<file path="src/rtl/svd_pkg.sv">
package svd_pkg;

    typedef enum logic [1:0] {
        MODE_OFF  = 2'd0,
        MODE_AUTO = 2'd1,
        MODE_CONT = 2'd2
    } svd_mode_e;

    // SP gates the circuit; ON picks continuous over automatic.
    function automatic svd_mode_e mode_of(input logic on_bit, input logic sp_bit);
        if (!sp_bit) begin
            return MODE_OFF;
        end
        if (on_bit) begin
            return MODE_CONT;
        end
        return MODE_AUTO;
    endfunction

endpackage

</file>
<file path="src/rtl/svd_qtr_div.sv">
module svd_qtr_div #(
    parameter int QTR_DIV = 8192
) (
    input  logic clk,
    input  logic rst_n,
    input  logic tick_i,
    output logic qtick_o
);
    localparam int DIV_W = (QTR_DIV > 1) ? $clog2(QTR_DIV) : 1;
    localparam logic [DIV_W-1:0] LAST = DIV_W'(QTR_DIV - 1);

    typedef struct packed {
        logic [DIV_W-1:0] cnt;
        logic             pulse;
    } div_s;

    div_s s_d, s_q;

    always_comb begin
        s_d       = s_q;
        s_d.pulse = 1'b0;
        if (tick_i) begin
            if (s_q.cnt == LAST) begin
                s_d.cnt   = '0;
                s_d.pulse = 1'b1;
            end else begin
                s_d.cnt = s_q.cnt + DIV_W'(1);
            end
        end
    end

    always_ff @(posedge clk or negedge rst_n) begin
        if (!rst_n) begin
            s_q <= '0;
        end else begin
            s_q <= s_d;
        end
    end

    assign qtick_o = s_q.pulse;

endmodule

</file>
<file path="src/rtl/svd_sar_core.sv">
module svd_sar_core #(
    parameter int RES_W  = 4,
    parameter int SETTLE = 4
) (
    input  logic             clk,
    input  logic             rst_n,
    input  logic             tick_i,
    input  logic             start_i,
    input  logic             abort_i,
    input  logic             cmp_i,
    output logic             busy_o,
    output logic [RES_W-1:0] trial_o,
    output logic             done_o,
    output logic [RES_W-1:0] final_o
);
    localparam int IDX_W = (RES_W > 1) ? $clog2(RES_W) : 1;
    localparam int SUB_W = (SETTLE > 1) ? $clog2(SETTLE) : 1;
    localparam logic [IDX_W-1:0] TOP_IDX  = IDX_W'(RES_W - 1);
    localparam logic [SUB_W-1:0] LAST_SUB = SUB_W'(SETTLE - 1);

    typedef struct packed {
        logic             active;
        logic [IDX_W-1:0] idx;
        logic [SUB_W-1:0] sub;
        logic [RES_W-1:0] code;
    } sar_s;

    sar_s             s_d, s_q;
    sar_s             fresh;
    logic             resolve;
    logic [RES_W-1:0] kept;

    always_comb begin
        fresh                  = '0;
        fresh.active           = 1'b1;
        fresh.idx              = TOP_IDX;
        fresh.code[RES_W-1]    = 1'b1;

        resolve = s_q.active && tick_i && (s_q.sub == LAST_SUB);
        kept    = s_q.code;
        if (!cmp_i) begin
            kept[s_q.idx] = 1'b0;
        end

        s_d     = s_q;
        done_o  = 1'b0;
        final_o = '0;

        if (abort_i) begin
            s_d = '0;
        end else if (resolve) begin
            if (s_q.idx == '0) begin
                done_o  = 1'b1;
                final_o = kept;
                if (start_i) begin
                    s_d = fresh;
                end else begin
                    s_d = '0;
                end
            end else begin
                s_d.idx                   = s_q.idx - IDX_W'(1);
                s_d.sub                   = '0;
                s_d.code                  = kept;
                s_d.code[s_q.idx - IDX_W'(1)] = 1'b1;
            end
        end else if (s_q.active && tick_i) begin
            s_d.sub = s_q.sub + SUB_W'(1);
        end else if (!s_q.active && start_i) begin
            s_d = fresh;
        end
    end

    always_ff @(posedge clk or negedge rst_n) begin
        if (!rst_n) begin
            s_q <= '0;
        end else begin
            s_q <= s_d;
        end
    end

    assign busy_o  = s_q.active;
    assign trial_o = s_q.code;

endmodule

</file>
<file path="src/rtl/svd_ctrl.sv">
module svd_ctrl
    import svd_pkg::*;
#(
    parameter int RES_W = 4
) (
    input  logic             clk,
    input  logic             rst_n,
    input  logic             wr_i,
    input  logic             on_i,
    input  logic             sp_i,
    input  logic             sleep_i,
    input  logic             lvl0_en_i,
    input  logic             busy_i,
    input  logic             qtick_i,
    input  logic             done_i,
    input  logic [RES_W-1:0] final_i,
    output logic             start_o,
    output logic             abort_o,
    output logic             sp_o,
    output logic [RES_W-1:0] result_o,
    output logic             rst_req_o,
    output logic             ack_o
);
    typedef struct packed {
        logic             on_bit;
        logic             sp_bit;
        logic [RES_W-1:0] result;
        logic             rst_req;
        logic             ack;
    } ctl_s;

    ctl_s      s_d, s_q;
    svd_mode_e mode;

    always_comb begin
        mode    = mode_of(s_q.on_bit, s_q.sp_bit);
        start_o = !sleep_i &&
                  ((mode == MODE_CONT) ||
                   ((mode == MODE_AUTO) && qtick_i && !busy_i));
        abort_o = wr_i && !sp_i;

        s_d = s_q;
        if (wr_i) begin
            s_d.on_bit = on_i;
            s_d.sp_bit = sp_i;
        end
        if (sleep_i && busy_i) begin
            s_d.on_bit = 1'b0;
            s_d.sp_bit = 1'b0;
        end
        if (done_i) begin
            s_d.result = final_i;
        end
        s_d.rst_req = done_i && (final_i == '0) && lvl0_en_i;
        s_d.ack     = sleep_i && !busy_i;
    end

    always_ff @(posedge clk or negedge rst_n) begin
        if (!rst_n) begin
            s_q <= '0;
        end else begin
            s_q <= s_d;
        end
    end

    assign sp_o      = s_q.sp_bit;
    assign result_o  = s_q.result;
    assign rst_req_o = s_q.rst_req;
    assign ack_o     = s_q.ack;

endmodule

</file>
<file path="src/rtl/svd_sampler.sv">
module svd_sampler #(
    parameter int RES_W        = 4,
    parameter int SETTLE_TICKS = 4,
    parameter int QTR_DIV      = 8192
) (
    input  logic             clk,
    input  logic             rst_n,
    input  logic             tick_2k_i,
    input  logic             ctl_wr_i,
    input  logic             ctl_on_i,
    input  logic             ctl_sp_i,
    output logic             stat_busy_o,
    output logic             stat_sp_o,
    output logic [RES_W-1:0] result_o,
    output logic [RES_W-1:0] trial_o,
    input  logic             cmp_i,
    input  logic             lvl0_rst_en_i,
    output logic             rst_req_o,
    input  logic             sleep_req_i,
    output logic             osc_stop_ack_o
);
    logic             qtick;
    logic             start;
    logic             abort;
    logic             busy;
    logic             done;
    logic [RES_W-1:0] final_code;

    svd_qtr_div #(
        .QTR_DIV (QTR_DIV)
    ) u_div (
        .clk     (clk),
        .rst_n   (rst_n),
        .tick_i  (tick_2k_i),
        .qtick_o (qtick)
    );

    svd_sar_core #(
        .RES_W  (RES_W),
        .SETTLE (SETTLE_TICKS)
    ) u_core (
        .clk     (clk),
        .rst_n   (rst_n),
        .tick_i  (tick_2k_i),
        .start_i (start),
        .abort_i (abort),
        .cmp_i   (cmp_i),
        .busy_o  (busy),
        .trial_o (trial_o),
        .done_o  (done),
        .final_o (final_code)
    );

    svd_ctrl #(
        .RES_W (RES_W)
    ) u_ctrl (
        .clk       (clk),
        .rst_n     (rst_n),
        .wr_i      (ctl_wr_i),
        .on_i      (ctl_on_i),
        .sp_i      (ctl_sp_i),
        .sleep_i   (sleep_req_i),
        .lvl0_en_i (lvl0_rst_en_i),
        .busy_i    (busy),
        .qtick_i   (qtick),
        .done_i    (done),
        .final_i   (final_code),
        .start_o   (start),
        .abort_o   (abort),
        .sp_o      (stat_sp_o),
        .result_o  (result_o),
        .rst_req_o (rst_req_o),
        .ack_o     (osc_stop_ack_o)
    );

    assign stat_busy_o = busy;

endmodule

</file>
<file path="config.mk">
export PLATFORM = sky130hd
export DESIGN_NAME = svd_sampler
export DESIGN_NICKNAME = d
export VERILOG_FILES = /design/src/rtl/svd_pkg.sv /design/src/rtl/svd_qtr_div.sv /design/src/rtl/svd_sar_core.sv /design/src/rtl/svd_ctrl.sv /design/src/rtl/svd_sampler.sv
export SDC_FILE = /design/constraint.sdc
export NUM_CORES = 1
export LEC_CHECK = 0
export ABC_AREA = 1
export BUFFER_PORTS_ARGS = -buffer_cell sky130_fd_sc_hd__buf_2
export CAP_MARGIN = 25
export CORE_ASPECT_RATIO = 1.75
export CORE_UTILIZATION = 35
export CTS_CLUSTER_DIAMETER = 150
export DETAILED_ROUTE_END_ITERATION = 10
export GPL_TIMING_DRIVEN = 0
export SLEW_MARGIN = 20
export SYNTH_ARGS = -nofsm -noshare
export SYNTH_HDL_FRONTEND = slang
export SYNTH_HIERARCHICAL = 1
export SYNTH_SLANG_ARGS = --single-unit
</file>
<file path="constraint.sdc">
create_clock -name clk -period 1.85 [get_ports clk]
set_input_delay 0.37 -clock clk [delete_from_list [all_inputs] [get_ports clk]]
set_output_delay 0.37 -clock clk [all_outputs]
set_load 0.1 [all_outputs]
</file>
==> results of run 1 <==
cell type report:
class,instances,area (sq um),area share
buffer,8,60.06,0.02991
clock buffer,8,100.1,0.04984
inverter,34,127.6,0.06355
multi-input combinational,157,778.2,0.3875
sequential,31,777.0,0.3869
tap,52,65.06,0.03240
timing repair buffer,20,100.1,0.04984
cell families after synthesis:
kind of cell,count (synthesis)
adders and majority gates,2
buffers and inverters,42
AOI/OAI and AO/OA,18
and+or+nand+nor,135
xor gates and xnor gates,2
DFF,31
registers in the layout (all words and copies together), names as in the netlist:
| register | cells |
|---|---|
| u_div/qtick_o | 1 |
| u_core/s_q | 4 |
| u_ctrl/rst_req_o | 1 |
| u_core/busy_o | 1 |
| u_ctrl/ack_o | 1 |
| u_core/trial_o | 4 |
| u_ctrl/s_q | 1 |
| u_ctrl/sp_o | 1 |
| u_div/s_q | 13 |
| u_ctrl/result_o | 4 |
through the flow:
stage	hold slack [ps]	util	total power [W]	area, sq um	cells
6_report	123.3	0.4229	0.002418	2008	310
2_1_floorplan	74.41	-	0.001687	1743	230
3_3_place_gp	455.5	0.4018	0.001847	1908	302
5_1_grt	199.8	0.4229	0.002589	2008	310
3_5_place_dp	460.4	0.4018	0.001852	1908	302
4_1_cts	151.5	0.4229	0.002449	2008	310
Yosys cell counts, drive strengths merged:
cell | n | area [sq um]
a21oi | 7 | 38.79
buf | 8 | 60.06
dfrtp | 31 | 775.7
ha | 2 | 25.02
inv | 34 | 127.6
nand2 | 71 | 281.5
nand3 | 16 | 95.09
nand4 | 1 | 6.260
nor2 | 40 | 200.2
nor3 | 6 | 45.04
nor3b | 1 | 7.510
o21ai | 10 | 53.80
o21bai | 1 | 7.510
xnor2 | 2 | 17.52
metal layers:
metal | vias up | part of all wire | track usage
met4 | 0 | 0.043 | 0.09792
met2 | 26 | 0.55 | 0.2781
met1 | 642 | 0.38 | 0.1364
met5 | - | 0 | 0
li1 | 754 | - | -
met3 | 13 | 0.028 | 0.02849
report_power, final:
| group | switching (W) | total, W | internal, W |
|---|---|---|---|
| sequential | 0.000165 | 0.000994 | 0.000829 |
| clock | 0.000242 | 0.000581 | 0.000339 |
| combinational | 0.000618 | 0.000844 | 0.000225 |
| total | 0.00103 | 0.00242 | 0.00139 |
worst min path at each step:
stage | end | slack [ps] | depth (start not counted)
after detailed placement | u_ctrl/ack_o | 460 | 1
final | u_ctrl/ack_o | 120 | 1
after global routing | u_ctrl/ack_o | 200 | 1
after global placement | u_ctrl/ack_o | 460 | 1
after floorplan | u_core/busy_o | 70 | 0
after CTS | u_ctrl/ack_o | 150 | 1
==> reports/metrics.cfg, run 1 <==
[clocking]
cts_hold_buffers=0
cts_root_buf=clkbuf_8
cts.path.max_buffers=2
cts_resized=0
cts_buffers=5
htreeDepth=2
clkLatencyLatePin_ps=280
clk_pin_slew_ps=70
tritoncts=built
postCtsSetupRepairBufs=0
clock-sinks=31

[setup_path]
cp_slowest_cell=dfrtp_2
r2r-start=u_core/s_q[4]
crit-reg2reg-capture=u_ctrl/rst_req_o
worstSetupEndpoint=stat_busy_o
r2r_slack_ps=360
cp.required_ps=1480
cp.arrival_ps=1190
cp_top_family=flip-flops
worstPathCellList=buf_2
cp-end-kind=primary output
r2r_cells=9
path_buf_inv=1
startpoint_type=register
critical_path_depth=1
cpPeakStageDelay_ps=460
crit_fanout=8
startpoint=u_core/busy_o
path_class=reg -> out

[place]
place_hpwl_microns=2509
gp_congestion=0.8091
port_buffers=20
pre_cts_ws_ps=296.5

[global_routing]
grtUsageTotal=0.1450
grt_pass1_vias=1475
antenna_found_initial=0
grt_pass1_wl_microns=5975
grt_max_degree=32
grt_overflow=0

[timing]
clock.fmax_ghz=0.6390
timing.final.crit_share=0.8459
slew_viol_final=0
finalClockSkew_ps=7.370
setup_viol=0
max_slew_margin=0.5424
period_needed_ps=1565
finalSetupTns_ps=0
finalHoldViolations=0
fin_ws_ps=285.0
worstMarginPinSlew_ps=686.4
rsz0062_at_grt=false

[yosys]
yosysWarningCount=6
synth-seq-cells=31
synth_area_sq_um=1742
yosysUniqueCellTypes=23
synth-compound-area-share=0.05747
syn_inst=230
syn_nets=241
synthAdderAreaFrac=0.01437
synth_simple_gate_area_frac=0.3649
avgSynthCellArea_sq_um=7.572
yosysSeqAreaShare=0.4454
synthXorXnorAreaFrac=0.01006
synth_top_family_by_area=simple AND/OR/NAND/NOR gates
synth_mux_area_frac=0

[finish]
layout.cells.most_common_list=65 x nand2_1, 31 x inv_1, 30 x nor2_1, 30 x dfrtp_1, 20 x buf_2
drive_gt1_frac=0.2442
antenna_cells=0
num-fill-cells=475
syn2layout_area_growth_pct=15.30
nets=268
final_common_cell=nand2_1

[routing]
dr.pass1.iters=4
wirelength_microns=3244
vias=1435
drc=0
ant_nets=0
wl_per_cell_microns=10.46
drtIter0Drc=45
via_per_inst=4.629

[hold_path]
hold_path.class=in -> async

[power_and_ir_drop]
p_leak_nw=1.053
p_per_area_nw_per_um2=1204
power.ir.vdd_worst_mv=0.5449

[die]
fp.coreArea_sq_um=4748
die_area_sq_um=5273
num_rows=33
die_w_microns=55.33
pin_count=21
initial_core_util=0.3668
dieHeight_microns=95.32

[flow_run]
cap_violations=0

[outcome]
status=completed

No activity file was read; power rests on OpenSTA's default activity.
==> run 2: changes to the inputs <==
--- a/config.mk
+++ b/config.mk
@@ -5,7 +5,7 @@
 export SDC_FILE = /design/constraint.sdc
 export NUM_CORES = 1
 export LEC_CHECK = 0
-export ABC_AREA = 1
+export ABC_AREA = 0
 export BUFFER_PORTS_ARGS = -buffer_cell sky130_fd_sc_hd__buf_2
 export CAP_MARGIN = 25
 export CORE_ASPECT_RATIO = 1.75
==> constraint.sdc (replaced) <==
create_clock -name clk -period 1.4 [get_ports clk]
set_input_delay 0.28 -clock clk [delete_from_list [all_inputs] [get_ports clk]]
set_output_delay 0.28 -clock clk [all_outputs]
set_load 0.1 [all_outputs]
==> run 2 against run 1 <==
Effect of this change:
- the flow now finishes with violations (setup timing)
- total power grew 35%
- sequential share of layout area shrank 5.1 points
- clock power grew 59%
- clock skew grew 2.3 ps
- synthesized cell count shrank 32%
- utilization grew 9.7 points
- via count grew 1.1%
- final cell count shrank 17%
- cell area grew 16%
- sequential power grew 30%
- combinational power grew 26%
- critical endpoint is now u_ctrl/rst_req_o
==> reports/metrics.cfg, run 2 <==
[outcome]
status=finished, violations left
violations=setup timing

[global_routing]
grtUsageTotal=0.1751
grt_pass1_vias=1455
antenna_found_initial=0
grt_max_degree=32
grt_overflow=0
grt_pass1_wl_microns=6382

[routing]
ant_nets=0
wirelength_microns=4211
vias=1451
drc=0
drtIter0Drc=28
wl_per_cell_microns=16.39
via_per_inst=5.646
dr.pass1.iters=4

[place]
port_buffers=20
pre_cts_ws_ps=-681.6
place_hpwl_microns=2751
gp_congestion=0.7408
place_area_sq_um=1831

[setup_path]
path_class=reg -> reg
worstSetupEndpoint=u_ctrl/rst_req_o
cp.arrival_ps=1820
r2r-start=u_core/busy_o
cp-end-kind=register
r2r_cells=7
crit_fanout=5
crit-reg2reg-capture=u_ctrl/rst_req_o
r2r_slack_ps=-200
startpoint=u_core/busy_o
startpoint_type=register
cp.required_ps=1620

[finish]
largest_reg_flops=13
final_area_sq_um=2333
layout.cells.most_common_list=32 x buf_4, 26 x dfrtp_1, 12 x a21oi_1
drive_gt1_frac=0.4612
antenna_cells=0
final_common_cell=buf_4
top_register=u_div/s_q
nets=216
syn2layout_area_growth_pct=40.86

[yosys]
synth-seq-cells=31
syn_nets=168
yosysWarningCount=6
yosysSeqAreaShare=0.4683
synth_area_leader_cell=dfrtp_1
syn_inst=157
synth_edf_count=0
yosys.cell_count.top_type=dfrtp_1
netlist_top_cells_area=dfrtp_1 47%, buf_4 4.1%, a21oi_1 3.9%
synth_area_sq_um=1657
ys_async_sr_fraction=1.000
synth_common_cells=31 x dfrtp_1, 13 x a21oi_1, 10 x nor2_1
synth_top_area_share=0.4683
ys.flop_type=dfrtp_1
avgSynthCellArea_sq_um=10.55
yosysUniqueCellTypes=49

[die]
die_w_microns=54.01
initial_core_util=0.3694
die_area_sq_um=5023
num_rows=32
fp.coreArea_sq_um=4484
pin_count=21
dieHeight_microns=93.01

[timing]
worstMarginPinSlew_ps=713.7
period_needed_ps=1597
finalHoldViolations=0
max_slew_margin=0.5242
fin_ws_ps=-197.1
finalSetupTns_ps=-1010
timing.final.crit_share=1.141
setup_viol=11
rsz0062_at_grt=true
slew_viol_final=0
clock.fmax_ghz=0.6261
hold_slack_ps=42.72
finalClockSkew_ps=9.669

[clocking]
tritoncts=built
clkLatencyLatePin_ps=280
htreeDepth=2
cts_root_buf=clkbuf_8
cts.path.max_buffers=2
clk_pin_slew_ps=70
clock-sinks=31
cts_buffers=5

[power_and_ir_drop]
clkPwrFrac=0.282
power.total_w=0.003269
seqPwrFrac=0.394
p_per_area_nw_per_um2=1401
p_sw_w=0.001171
sw_frac_of_total=0.3582
p_leak_nw=1.040
internal_power_w=0.002098
p_comb_frac=0.323
power.ir.vdd_worst_mv=0.9143

[flow_run]
cap_violations=0

[hold_path]
hold_path.class=in -> async

-- run 2: cell types whose count changed after synthesis, sizes merged, moves of 4 or more --
cell | previous run | this run
o21ai | 10 | 4
nand4 | 1 | 7
nor2b | 0 | 4
nand3 | 16 | 3
inv | 34 | 4
nor2 | 40 | 10
buf | 8 | 12
a21oi | 7 | 13
xor2 | 0 | 4
nor3 | 6 | 2
nand2 | 71 | 9
mux2i | 0 | 4
mux2 | 0 | 4
-- run 2: layout make-up --
| cell class | count | area (sq um) |
|---|---|---|
| Clock buffer | 6 | 82.58 |
| Inverter | 5 | 21.27 |
| Multi-Input combinational cell | 108 | 923.4 |
| Clock inverter | 2 | 35.03 |
| Sequential cell | 31 | 784.5 |
| Timing Repair Buffer | 41 | 322.8 |
| Fill cell | 380 | 2151 |
| Tap cell | 51 | 63.81 |
| Buffer | 13 | 100.1 |
-- run 2: cell families after synthesis --
| logic type | count (synthesis) | share of synthesized area |
|---|---|---|
| adder cells (fa/ha/maj) | 2 | 0.01510 |
| flip-flops | 31 | 0.4683 |
| multiplexers | 8 | 0.05136 |
| AO/OA/AOI/OAI | 37 | 0.1556 |
| XOR/XNOR | 8 | 0.04229 |
| AND/OR/NAND/NOR | 53 | 0.2002 |
| buffers and inverters | 18 | 0.06721 |
-- run 2: per-layer routing --
| metal | vias up | GRT usage | wire length, microns |
|---|---|---|---|
| met2 | 58 | 0.3354 | 2452 |
| li1 | 664 | - | - |
| met3 | 10 | 0.03252 | 190 |
| met4 | 0 | 0.08333 | 93 |
| met1 | 719 | 0.1630 | 1474 |
| met5 | - | 0 | 0 |
-- run 2: how the worst min path moves through the flow --
stage                                    to  slack (ps)   from
after floorplan               u_core/s_q[4]         -20  rst_n
after global placement    u_core/trial_o[3]         350  rst_n
after detailed placement  u_core/trial_o[3]         370  rst_n
after CTS                     u_core/s_q[7]          60  rst_n
after global routing          u_core/s_q[6]         100  rst_n
final                         u_core/s_q[7]          40  rst_n
-- run 2: critical path, cell delays in order, from the launching register on --
cell and delay (ps):
dfrtp_4 500, buf_6 140, nand3_4 80, nor4_4 40, buf_4 170, and3_4 160
nor4_2 250, and3_1 190
-- run 2: power groups by stage --
stage | clock network, W | registers [W] | logic (W)
after CTS | 0.000950 | 0.00127 | 0.000946
after detailed placement | 0 | 0.00128 | 0.000759
after global routing | 0.000980 | 0.00131 | 0.00113
after global placement | 0 | 0.00125 | 0.000720
final | 0.000923 | 0.00129 | 0.00106
after floorplan | 0 | 0.00134 | 0.000487
-- run 2: metrics by stage --
step / util / cells
floorplan: - / 157
global placement: 0.4082 / 228
detailed placement: 0.4082 / 228
CTS: 0.4936 / 254
global route: 0.5204 / 257
finish: 0.5204 / 257
-- run 2: repair_timing --
action / in CTS / in global routing
setup endpoints to repair: 24 / 19
buffers inserted: 18 / 3
pin swaps: 10 / 13
hold buffers: 0 / 0
resized for setup: 30 / 23
==> run 3: changes to the inputs <==
--- a/config.mk
+++ b/config.mk
@@ -6,7 +6,7 @@
 export NUM_CORES = 1
 export LEC_CHECK = 0
 export ABC_AREA = 0
-export BUFFER_PORTS_ARGS = -buffer_cell sky130_fd_sc_hd__buf_2
+export BUFFER_PORTS_ARGS = -buffer_cell sky130_fd_sc_hd__buf_4
 export CAP_MARGIN = 25
 export CORE_ASPECT_RATIO = 1.75
 export CORE_UTILIZATION = 35
==> run 3 against run 2 <==
Effect of this change:
- the flow still finishes with violations (setup timing)
- cell area is 4.0% higher
- critical endpoint unchanged
- wire length is 5.1% higher
- clock-buffer cell count stayed put
- largest cell class unchanged
- hold slack better by 140 ps
- final cell count is 3.5% higher
- clock skew is 4.1 ps lower
- total power is 2.1% higher
- die area stayed put
- fmax is 0.77% lower
- clock power is 1% higher
==> reports/metrics.cfg, run 3 (synthesis results as in run 2) <==
[power_and_ir_drop]
p_leak_nw=1.090
sw_frac_of_total=0.3562
p_sw_w=0.001189
p_per_area_nw_per_um2=1376
clkPwrFrac=0.280
p_comb_frac=0.341
seqPwrFrac=0.379
power.ir.vdd_worst_mv=0.9510
internal_power_w=0.002149

[finish]
num-fill-cells=391
final_common_cell=buf_4
top_register=u_div/s_q
final_area_sq_um=2426
syn2layout_area_growth_pct=46.45
multi_input_area_sq_um=920.9
drive_gt1_frac=0.4930
nets=225
regArea_sq_um=788.3
fin_cells=266
largest_reg_flops=13
antenna_cells=0
layout.cells.most_common_list=49 x buf_4, 23 x dfrtp_1, 11 x buf_6, 11 x a21oi_1

[die]
die_area_sq_um=5023
dieHeight_microns=93.01
pin_count=21
num_rows=32
fp.coreArea_sq_um=4484
die_w_microns=54.01
initial_core_util=0.3694

[clocking]
clkLatencyLatePin_ps=280
cts.path.max_buffers=2
cts_root_buf=clkbuf_8
clk_pin_slew_ps=70
cts_buffers=5
clock-sinks=31
tritoncts=built
htreeDepth=2

[global_routing]
grt_overflow=0
grt_max_degree=32
grtUsageTotal=0.1776
grt_pass1_wl_microns=6437
antenna_found_initial=0
grt_pass1_vias=1432

[timing]
clock.fmax_ghz=0.6213
worstMarginPinSlew_ps=573.1
hold_slack_ps=183.7
timing.final.crit_share=1.150
finalHoldViolations=0
fin_ws_ps=-209.6
period_needed_ps=1610
setup_viol=12
rsz0062_at_grt=true
finalClockSkew_ps=5.563
max_slew_margin=0.6162
slew_viol_final=0

[routing]
wl_per_cell_microns=16.64
wirelength_microns=4425
dr.pass1.iters=4
drtIter0Drc=31
drc=0
vias=1464
via_per_inst=5.504
ant_nets=0

[place]
dp_cells=228
gp_congestion=0.7713
place_hpwl_microns=2759
place_area_sq_um=1881
port_buffers=20

[setup_path]
startpoint_type=register
cp.required_ps=1620
crit_fanout=7
path_class=reg -> reg
cp-end-kind=register
cp.arrival_ps=1830

[hold_path]
hold_path.class=in -> reg

[outcome]
status=finished, violations left
violations=setup timing

[flow_run]
cap_violations=0

-- run 3: final timing paths --
kind,slack [ps],end,from,cells past startpoint
setup / recovery,-210,u_ctrl/rst_req_o,u_core/busy_o,7
hold / removal,180,u_ctrl/sp_o,sleep_req_i,2
setup reg to reg,-210,u_ctrl/rst_req_o,u_core/busy_o,7
hold reg to reg,520,u_ctrl/result_o[1],u_ctrl/result_o[1],1
max in group asynchronous,610,u_core/busy_o,rst_n,2
min in group asynchronous,460,u_core/trial_o[0],rst_n,2
-- run 3: cell type report --
| cell class | count | share of cell area |
|---|---|---|
| inverters | 5 | 0.008767 |
| plain buffers | 12 | 0.03920 |
| well taps | 51 | 0.02630 |
| multi-input cells | 108 | 0.3796 |
| clock buffers | 6 | 0.03404 |
| repair buffers | 51 | 0.1728 |
| flip-flops and latches | 31 | 0.3249 |
| clock inverters | 2 | 0.01444 |
-- run 3: per-stage QoR --
stage               TNS, ps  utilization  total power [W]  setup WS, ps
floorplan             -2221            -         0.001830        -372.4
global placement      -3080       0.4194         0.001996        -577.1
detailed placement    -3911       0.4194         0.002057        -639.7
CTS                   -1529       0.4919         0.003167        -235.5
global route          -1928       0.5410         0.003490        -230.1
finish                -1170       0.5410         0.003338        -209.6
-- run 3: metal layers --
metal	GRT usage	wire length, microns
met1	0.1649	1650
met2	0.3457	2537
met3	0.02764	153
met4	0.08120	83
met5	0	0
-- run 3: timing repair --
item                                    4_1_cts  5_1_grt
pin swaps                                    11       12
gates resized for setup                      19       30
endpoints found under the setup margin       13       19
hold endpoints to repair                     31        0
hold buffers                                  1        0
buffers inserted                             16       15
-- run 3: power groups by stage --
stage               combinational (W)  sequential [W]  clock [W]
finish                        0.00114         0.00127   0.000933
global route                  0.00122         0.00128   0.000987
CTS                          0.000950         0.00126   0.000953
detailed placement           0.000778         0.00128          0
global placement             0.000741         0.00125          0
floorplan                    0.000487         0.00134          0
-- run 3: worst max-delay path, stage by stage, from the launching register on --
cell     delay (ps)
dfrtp_4         510
buf_6           140
nand3_4          90
nor4_4           50
buf_6           170
and2_4          160
nor4_1          250
and3_1          180
